--- src/rtl/eewr_pkg.sv ---
package eewr_pkg;

    localparam int ADDR_W    = 17;
    localparam int BYTE_W    = 8;
    localparam logic [3:0] DEV_TYPE = 4'b1010;

    typedef enum logic [2:0] {
        PH_IDLE,
        PH_DEV,
        PH_AHI,
        PH_ALO,
        PH_DATA
    } phase_e;

    typedef struct packed {
        logic start;
        logic stop;
        logic scl_rise;
        logic scl_fall;
        logic sda;
    } bus_ev_t;

    typedef struct packed {
        logic dev_ok;
        logic ahi_ok;
        logic alo_ok;
        logic data_ok;
        logic commit;
    } rx_evt_t;

    function automatic logic select_is_write(input logic [BYTE_W-1:0] b);
        return (b[7:4] == DEV_TYPE) && (b[0] == 1'b0);
    endfunction

    function automatic logic [ADDR_W-1:0] page_step(input logic [ADDR_W-1:0] a,
                                                    input int unsigned pw);
        logic [ADDR_W-1:0] mask;
        mask = (ADDR_W'(1) << pw) - ADDR_W'(1);
        return (a & ~mask) | ((a + ADDR_W'(1)) & mask);
    endfunction

endpackage

--- src/rtl/eewr_line_sync.sv ---
module eewr_line_sync
    import eewr_pkg::*;
#(
    parameter int STAGES = 2
) (
    input  logic    clk,
    input  logic    rst,
    input  logic    scl_i,
    input  logic    sda_i,
    output bus_ev_t ev_o
);

    logic [STAGES-1:0] scl_pipe;
    logic [STAGES-1:0] sda_pipe;
    logic              scl_d;
    logic              sda_d;
    logic              scl_now;
    logic              sda_now;

    genvar g;
    generate
        for (g = 0; g < STAGES; g++) begin : g_stage
            if (g == 0) begin : g_first
                always_ff @(posedge clk) begin
                    if (rst) begin
                        scl_pipe[0] <= 1'b1;
                        sda_pipe[0] <= 1'b1;
                    end else begin
                        scl_pipe[0] <= scl_i;
                        sda_pipe[0] <= sda_i;
                    end
                end
            end else begin : g_next
                always_ff @(posedge clk) begin
                    if (rst) begin
                        scl_pipe[g] <= 1'b1;
                        sda_pipe[g] <= 1'b1;
                    end else begin
                        scl_pipe[g] <= scl_pipe[g-1];
                        sda_pipe[g] <= sda_pipe[g-1];
                    end
                end
            end
        end
    endgenerate

    assign scl_now = scl_pipe[STAGES-1];
    assign sda_now = sda_pipe[STAGES-1];

    always_ff @(posedge clk) begin
        if (rst) begin
            scl_d <= 1'b1;
            sda_d <= 1'b1;
        end else begin
            scl_d <= scl_now;
            sda_d <= sda_now;
        end
    end

    always_comb begin
        ev_o.start    = scl_now & scl_d & sda_d & ~sda_now;
        ev_o.stop     = scl_now & scl_d & ~sda_d & sda_now;
        ev_o.scl_rise = scl_now & ~scl_d;
        ev_o.scl_fall = ~scl_now & scl_d;
        ev_o.sda      = sda_now;
    end

endmodule

--- src/rtl/eewr_rx_fsm.sv ---
module eewr_rx_fsm
    import eewr_pkg::*;
(
    input  logic              clk,
    input  logic              rst,
    input  bus_ev_t           ev_i,
    input  logic              busy_i,
    output logic              sda_oe_o,
    output rx_evt_t           evt_o,
    output logic [BYTE_W-1:0] byte_o
);

    localparam int CNT_W = $clog2(BYTE_W + 1);

    phase_e            phase_q;
    logic [CNT_W-1:0]  bitcnt_q;
    logic [BYTE_W-1:0] shreg_q;
    logic              in_ack_q;
    logic              got_data_q;
    logic              oe_q;
    rx_evt_t           evt_q;

    always_ff @(posedge clk) begin
        evt_q <= '0;
        if (rst) begin
            phase_q    <= PH_IDLE;
            bitcnt_q   <= '0;
            shreg_q    <= '0;
            in_ack_q   <= 1'b0;
            got_data_q <= 1'b0;
            oe_q       <= 1'b0;
        end else if (busy_i) begin
            phase_q    <= PH_IDLE;
            in_ack_q   <= 1'b0;
            got_data_q <= 1'b0;
            oe_q       <= 1'b0;
        end else if (ev_i.start) begin
            phase_q    <= PH_DEV;
            bitcnt_q   <= '0;
            in_ack_q   <= 1'b0;
            got_data_q <= 1'b0;
            oe_q       <= 1'b0;
        end else if (ev_i.stop) begin
            if (phase_q == PH_DATA && got_data_q) begin
                evt_q.commit <= 1'b1;
            end
            phase_q    <= PH_IDLE;
            in_ack_q   <= 1'b0;
            got_data_q <= 1'b0;
            oe_q       <= 1'b0;
        end else if (phase_q != PH_IDLE) begin
            if (in_ack_q) begin
                if (ev_i.scl_fall) begin
                    oe_q     <= 1'b0;
                    in_ack_q <= 1'b0;
                    bitcnt_q <= '0;
                end
            end else begin
                if (ev_i.scl_rise && bitcnt_q < CNT_W'(BYTE_W)) begin
                    shreg_q  <= {shreg_q[BYTE_W-2:0], ev_i.sda};
                    bitcnt_q <= bitcnt_q + CNT_W'(1);
                end
                if (ev_i.scl_fall && bitcnt_q == CNT_W'(BYTE_W)) begin
                    unique case (phase_q)
                        PH_DEV: begin
                            if (select_is_write(shreg_q)) begin
                                evt_q.dev_ok <= 1'b1;
                                oe_q         <= 1'b1;
                                in_ack_q     <= 1'b1;
                                phase_q      <= PH_AHI;
                            end else begin
                                phase_q      <= PH_IDLE;
                            end
                        end
                        PH_AHI: begin
                            evt_q.ahi_ok <= 1'b1;
                            oe_q         <= 1'b1;
                            in_ack_q     <= 1'b1;
                            phase_q      <= PH_ALO;
                        end
                        PH_ALO: begin
                            evt_q.alo_ok <= 1'b1;
                            oe_q         <= 1'b1;
                            in_ack_q     <= 1'b1;
                            phase_q      <= PH_DATA;
                        end
                        PH_DATA: begin
                            evt_q.data_ok <= 1'b1;
                            oe_q          <= 1'b1;
                            in_ack_q      <= 1'b1;
                            got_data_q    <= 1'b1;
                        end
                        default: phase_q <= PH_IDLE;
                    endcase
                end
            end
        end
    end

    assign sda_oe_o = oe_q;
    assign evt_o    = evt_q;
    assign byte_o   = shreg_q;

endmodule

--- src/rtl/eewr_addr_ctr.sv ---
module eewr_addr_ctr
    import eewr_pkg::*;
#(
    parameter int PAGE_W = 7
) (
    input  logic              clk,
    input  logic              rst,
    input  rx_evt_t           evt_i,
    input  logic [BYTE_W-1:0] byte_i,
    output logic [ADDR_W-1:0] addr_o
);

    logic [ADDR_W-1:0] addr_q;

    always_ff @(posedge clk) begin
        if (rst) begin
            addr_q <= '0;
        end else if (evt_i.dev_ok) begin
            addr_q[ADDR_W-1] <= byte_i[1];
        end else if (evt_i.ahi_ok) begin
            addr_q[15:8] <= byte_i;
        end else if (evt_i.alo_ok) begin
            addr_q[7:0] <= byte_i;
        end else if (evt_i.data_ok) begin
            addr_q <= page_step(addr_q, PAGE_W);
        end
    end

    assign addr_o = addr_q;

endmodule

--- src/rtl/eewr_busy_timer.sv ---
module eewr_busy_timer #(
    parameter int WR_CYCLES = 2000
) (
    input  logic clk,
    input  logic rst,
    input  logic start_i,
    output logic busy_o
);

    localparam int CW = $clog2(WR_CYCLES + 1);

    logic [CW-1:0] left_q;
    logic          busy_q;

    always_ff @(posedge clk) begin
        if (rst) begin
            left_q <= '0;
            busy_q <= 1'b0;
        end else if (start_i && !busy_q) begin
            left_q <= CW'(WR_CYCLES - 1);
            busy_q <= 1'b1;
        end else if (busy_q) begin
            if (left_q == '0) begin
                busy_q <= 1'b0;
            end else begin
                left_q <= left_q - CW'(1);
            end
        end
    end

    assign busy_o = busy_q;

endmodule

--- src/rtl/i2c_eewr_slave.sv ---
module i2c_eewr_slave
    import eewr_pkg::*;
#(
    parameter int SYNC_STAGES = 2,
    parameter int PAGE_W      = 7,
    parameter int WR_CYCLES   = 2000
) (
    input  logic        clk,
    input  logic        rst,
    input  logic        scl_i,
    input  logic        sda_i,
    output logic        sda_oe_o,
    output logic        wr_stb_o,
    output logic [16:0] wr_addr_o,
    output logic [7:0]  wr_data_o,
    output logic        commit_o,
    output logic        busy_o
);

    bus_ev_t           ev;
    rx_evt_t           evt;
    logic [BYTE_W-1:0] rx_byte;
    logic [ADDR_W-1:0] cur_addr;
    logic              busy;

    eewr_line_sync #(.STAGES(SYNC_STAGES)) u_sync (
        .clk   (clk),
        .rst   (rst),
        .scl_i (scl_i),
        .sda_i (sda_i),
        .ev_o  (ev)
    );

    eewr_rx_fsm u_fsm (
        .clk      (clk),
        .rst      (rst),
        .ev_i     (ev),
        .busy_i   (busy),
        .sda_oe_o (sda_oe_o),
        .evt_o    (evt),
        .byte_o   (rx_byte)
    );

    eewr_addr_ctr #(.PAGE_W(PAGE_W)) u_addr (
        .clk    (clk),
        .rst    (rst),
        .evt_i  (evt),
        .byte_i (rx_byte),
        .addr_o (cur_addr)
    );

    eewr_busy_timer #(.WR_CYCLES(WR_CYCLES)) u_timer (
        .clk     (clk),
        .rst     (rst),
        .start_i (evt.commit),
        .busy_o  (busy)
    );

    assign wr_stb_o  = evt.data_ok;
    assign wr_addr_o = cur_addr;
    assign wr_data_o = rx_byte;
    assign commit_o  = evt.commit;
    assign busy_o    = busy;

endmodule

--- config.mk ---
export PLATFORM = sky130hd
export DESIGN_NAME = i2c_eewr_slave
export DESIGN_NICKNAME = d
export VERILOG_FILES = /design/src/rtl/eewr_pkg.sv /design/src/rtl/eewr_line_sync.sv /design/src/rtl/eewr_rx_fsm.sv /design/src/rtl/eewr_addr_ctr.sv /design/src/rtl/eewr_busy_timer.sv /design/src/rtl/i2c_eewr_slave.sv
export SDC_FILE = /design/constraint.sdc
export NUM_CORES = 1
export LEC_CHECK = 0
export BUFFER_PORTS_ARGS = -buffer_cell sky130_fd_sc_hd__buf_2
export CORE_ASPECT_RATIO = 0.8
export CORE_MARGIN = 4
export CORE_UTILIZATION = 51
export DETAILED_ROUTE_END_ITERATION = 10
export PLACE_DENSITY = 0.8
export SLEW_MARGIN = 20
export SYNTH_ARGS = -nofsm -noshare
export SYNTH_HDL_FRONTEND = slang
export SYNTH_SLANG_ARGS = --single-unit
--- constraint.sdc ---
create_clock -name clk -period 1.7 [get_ports clk]
set_input_delay 0.34 -clock clk [delete_from_list [all_inputs] [get_ports clk]]
set_output_delay 0.34 -clock clk [all_outputs]
set_load 0.05 [all_outputs]
Word level (Yosys, flattened, before mapping). Index checks and enable logic that the tools add are counted.

Multiplexer cells: 39. Shift-type cells: 0. Equality and inequality tests: 16. Add/sub/neg operators: 3. Bitwise operators: 24. Div/mod/pow operators: 0. Multipliers: 0. Order comparisons: 1. Reduce and logical (&&, ||, !) cells: 36.

Operators with widths (number): 11-bit 2-to-1 mux (3); 4-bit 2-to-1 mux (6); 1-bit 2-to-1 mux (22); 17-bit 2-to-1 mux (1); 17-bit by 7-bit OR with 17-bit output (1); 8-bit 2-to-1 mux (2); 1-bit NOT (16); 3-bit nonzero test (5); 2-bit by 1-bit != test with 1-bit output, second input constant (6); 3-bit one-hot mux with 4 select lines (1); 4-bit AND reduction (3); 2-bit nonzero test (6); 11-bit zero test (1); 11-bit by 1-bit subtractor with 11-bit output, second input constant (1); 5-bit AND reduction (2); 9-bit 2-to-1 mux (1); 3-bit AND reduction (3); 4-bit == test, second input constant (2); 4-bit OR reduction (2); 8-bit OR reduction (1); 7-bit by 1-bit adder with 7-bit output, second input constant (1); 1-bit AND (7); 7-bit OR reduction (1); 3-bit by 2-bit == test with 1-bit output, second input constant (2); 15 further kinds (23).

Memories kept: 0. ROM bits: 0. Flip-flop bits (word level): 58. Bits in latches: 0. Output and inout port bits: 29. Input bits: 4. Bits in writable memories: 0.

Longest topological paths before layout.
Depth after elaboration: 9. Mapped depth: 6. Gate-level depth less buffers: 6.

By module. From an unflattened synthesis, not the netlist that was laid out.

Cells, all modules: 295. Area total of the unflattened synthesis: 2671.3 µm².

By module, submodules not included: eewr_rx_fsm (seq. area each 460.4 µm², cells an instance 121, area an instance 1033.5 µm², instances 1); eewr_addr_ctr (seq. area each 340.3 µm², cells an instance 90, area an instance 814.5 µm², instances 1); eewr_busy_timer (seq. area each 240.2 µm², cells an instance 67, area an instance 625.6 µm², instances 1); eewr_line_sync (seq. area each 120.1 µm², cells an instance 17, area an instance 197.7 µm², instances 1).

Worst setup path after synthesis. Ideal clock, no wire load.

Path type: reg2reg. Start: register u_timer.busy_q, in the netlist u_timer.busy_o. End: register u_timer.left_q[5]. Required time: 1.621 ns. Arrival time: 1.934 ns. Stages on the path, launching flop included: 5. Period minus slack after synthesis: 2.013 ns. Setup time: 0.079 ns. Path slack: -0.313 ns. Path through: dfxtp_1 or4b_4 a31oi_2 or3b_1 a211oi_2.

Word-level cells in the longest chain between the ends: 3. Elaborated cells between the ends (all ways): 4. Classes of those cells: reduce/logical (4).

Ends and longest elaborated chain: from (decl) (RTL line eewr_busy_timer.sv:13) `logic busy_q;`; from (signal assigned) (RTL line eewr_busy_timer.sv:18) `busy_q <= 1'b0;`; from (signal assigned) (RTL line eewr_busy_timer.sv:21) `busy_q <= 1'b1;`; from (signal assigned) (RTL line eewr_busy_timer.sv:24) `busy_q <= 1'b0;`; 1-bit zero test (RTL line eewr_busy_timer.sv:19) `end else if (start_i && !busy_q) begin`; 1-bit logical AND (RTL line eewr_busy_timer.sv:19); 2-bit OR reduction (no line); to (signal assigned) (RTL line eewr_busy_timer.sv:20) `left_q <= CW'(WR_CYCLES - 1);`; to (signal assigned) (RTL line eewr_busy_timer.sv:26) `left_q <= left_q - CW'(1);`; to (decl) (RTL line eewr_busy_timer.sv:12) `logic [CW-1:0] left_q;`.

Several ways; a longest one is shown, not always the timed one. A chain may end at the register's enable or synchronous reset.

Worst setup path after layout.
Start: register u_timer.left_q[1]. End: register u_timer.left_q[5].

Word-level cells in the longest chain between the ends: 3. Elaborated cells between the ends (all ways): 4. Classes of those cells: add/sub (1); bitwise (1); reduce/logical (2).

Ends and longest elaborated chain: parallel branches: the longest is 3 deep, another holds 11-bit by 1-bit subtractor with 11-bit output.

Several ways; the timed one is not identified.

==> reports/metrics.csv <==
metric;value;unit
status;finished clean;
Root Buffer;clkbuf_8;
Synth Area in Compound Gates;16.8;%
DIE AREA;6310;µm²
H-tree levels;3;
flop-to-flop setup slack;0.009;ns
post-route cell area;3160;µm²
IO Count;33;
Final Max Tran Viols;0;
row cnt;22;
HP Class;in -> reg;
CP Data Required Time;1.96;ns
RR Startpoint;u_timer.left_q[1];
Max-slew headroom;59.5;%
initial antenna violation count;0;
share of cells above drive strength 1;27.2;%
Peak VDD IR;501;µV
worst slew pin tran;0.606;ns
min Tclk post-route;1.69;ns
Main synth FF type;dfxtp_1;
startpoint types;flip-flop;
Die Ht;71.9;µm
Seq/Total Area, Yosys;44.7;%
Sink Count;58;
post-synthesis adder-cell area fraction;2.41;%
Synth Area in XOR/XNOR;3.03;%
DIE WIDTH;87.8;µm
HPWL after DPL;4120;µm
diode count;0;
DR iter-0 viols;186;
Yosys top cell by area;dfxtp_1;
critical path class;reg -> reg;
Simple-Gate Fraction of Synth Area;25.3;%
reg2reg end;u_timer.left_q[5];
number of setup violations in the final report;0;
Synth warnings;0;
gpl congestion;0.840;
post-synthesis mux area share;4.62;%
Crit. End Element;flip-flop;
cell with the most instances after synthesis;dfxtp_1;
Tot Pwr;2540;µW
Clock transition at path regs;0.06;ns
syn_area_per_cell;8.93;µm²
Hold Vio Cnt, Final;0;
unrepaired setup endpoints after global routing;yes;
# hold bufs at CTS;0;
largest net degree at the start of global routing;52;
register bit total from synthesis;58;
largest family of logic cells by synthesized area;simple AND/OR/NAND/NOR gates;
cts bufs inserted;9;
mapped cell area;2600;µm²
GRT Overall Usage;19.9;%
first-pass GRT wire length;9850;µm
WHS Endpoint;u_sync.sda_pipe[0];
Max FO, Critical Path;4;
post-synth top area share;44.7;%
Final Skew;0.00880;ns
syn nets;300;
CTS tree;built;
Cells after Synth;291;
Critical path origin;u_timer.left_q[1];
top post-synthesis cells by area;dfxtp_1 (45%), a21oi_1 (4.8%), mux2i_1 (4.6%), nor2_1 (4.2%), nand2_1 (4.0%);
DP Area;2940;µm²
EDFF count, synth;0;
antenna viol nets, final;0;
vias in the first global route;2099;
Layout area overhead;21.7;%
Post-synth top cells;dfxtp_1 (58), nor2_1 (29), nand2_1 (28);
post-layout net count;350;
Longest Clk Path Bufs;2;
LEAKAGE;0.00121;µW
period utilization;99.5;%
Setup TNS Final;0;ns
min-delay src;sda_i;
Max Clk Rate;591;MHz
Worst R2R Path Depth;4;
Power Density;802;nW/µm²
Via density;5.60;
TritonRoute pass-1 iters;4;
Worst-Skew Late Latency;0.34;ns
WL per Instance;14.9;µm
grt total ovfl;0;
Vias;2273;
Max Cap Viol;0;
WP data arrival;1.95;ns
Hold Path Depth;2;
IO Port Bufs;32;
Initial Util;54.6;%
core box area;4760;µm²
Async SR Flop Fraction;0;%
synth unique cells;52;
Routed WL;6040;µm
# DRC;0;
Setup Buffers After CTS;0;
## worst max path at each step
stage / end / cells after the start
floorplan: u_timer.left_q[5] / 4
global placement: u_timer.left_q[5] / 4
detailed placement: u_timer.left_q[5] / 4
CTS: u_timer.left_q[5] / 4
global route: u_timer.left_q[5] / 4
finish: u_timer.left_q[5] / 4
## worst max-delay path, stage by stage, from the launching register on
cell and delay (ns):
dfxtp_2 0.32, or4b_4 0.58, a31oi_4 0.17, or3b_1 0.37
a211oi_2 0.17
## registers in the layout, summed over array words and instances, names as in the netlist
signal,flops
u_addr.addr_o,17
u_timer.left_q,11
u_fsm.byte_o,8
u_fsm.evt_o,5
u_fsm.bitcnt_q,4
u_fsm.phase_q,3
u_fsm.got_data_q,1
u_fsm.in_ack_q,1
u_fsm.sda_oe_o,1
u_sync.scl_d,1
u_sync.scl_now,1
u_sync.scl_pipe,1
u_sync.sda_d,1
u_sync.sda_now,1
u_sync.sda_pipe,1
u_timer.busy_o,1
## final cells by class
| cell class | instances | area [µm²] |
|---|---|---|
| inverter | 8 | 30.0 |
| multi-input combinational | 213 | 1410 |
| fill | 387 | 1600 |
| timing repair buffer | 51 | 313 |
| clock buffer | 10 | 138 |
| sequential | 58 | 1170 |
| clock inverter | 6 | 32.5 |
| tap | 60 | 75.1 |
## repair_timing
| item | in CTS | in global routing |
|---|---|---|
| gates resized for setup | 0 | 15 |
| endpoints found under the hold margin | 0 | 0 |
| setup endpoints to repair | 0 | 20 |
## report_power, final
| part | leakage, µW | switching (µW) | total (µW) | internal [µW] |
|---|---|---|---|---|
| Combinational | 0.000650 | 42.7 | 71.8 | 29.1 |
| Clock | 0.0000916 | 539 | 1090 | 554 |
| Sequential | 0.000470 | 6.85 | 1370 | 1360 |
## routing by layer
| metal | GRT usage, % | part of all wire, % |
|---|---|---|
| met5 | 0 | 0 |
| met4 | 6.98 | 1.2 |
| met1 | 28.3 | 49 |
| met3 | 6.21 | 5.0 |
| met2 | 28.2 | 44 |
## cells by family after synthesis
kind of cell	Yosys count
multiplexers	12
flip-flops	58
adder cells (fa/ha/maj)	5
AO/OA/AOI/OAI	65
XOR/XNOR	9
AND/OR/NAND/NOR	122
buffers and inverters	20
## cell usage in the layout (no fill, tap or decap), types with 4 or more instances in the layout
cell / instances
buf_2: 33
a21oi_1: 23
o21ai_0: 8
or2_2: 8
nor3_1: 8
o21ai_1: 4
a211oi_1: 4
nand3b_1: 5
nand2b_1: 10
xnor2_1: 8
nor2b_1: 5
ha_1: 5
nand2_1: 28
buf_4: 17
nor2_1: 29
mux2i_1: 12
dfxtp_1: 55
clkbuf_8: 10
nand3_1: 6
nor4_1: 4
inv_1: 6
clkinv_2: 5
## metrics by stage
| step | utilization [%] | hold slack (ns) | setup WS (ns) | instances |
|---|---|---|---|---|
| 6_report | 66.4 | 0.184 | 0.00913 | 406 |
| 3_5_place_dp | 61.8 | 0.396 | 0.0160 | 389 |
| 3_3_place_gp | 61.8 | 0.400 | 0.0424 | 389 |
| 5_1_grt | 66.4 | 0.176 | -0.0254 | 406 |
| 4_1_cts | 65.3 | 0.174 | 0.00869 | 405 |
| 2_1_floorplan | - | 0.389 | -0.0159 | 291 |
Note: power is estimated with default switching activity, not from simulation.
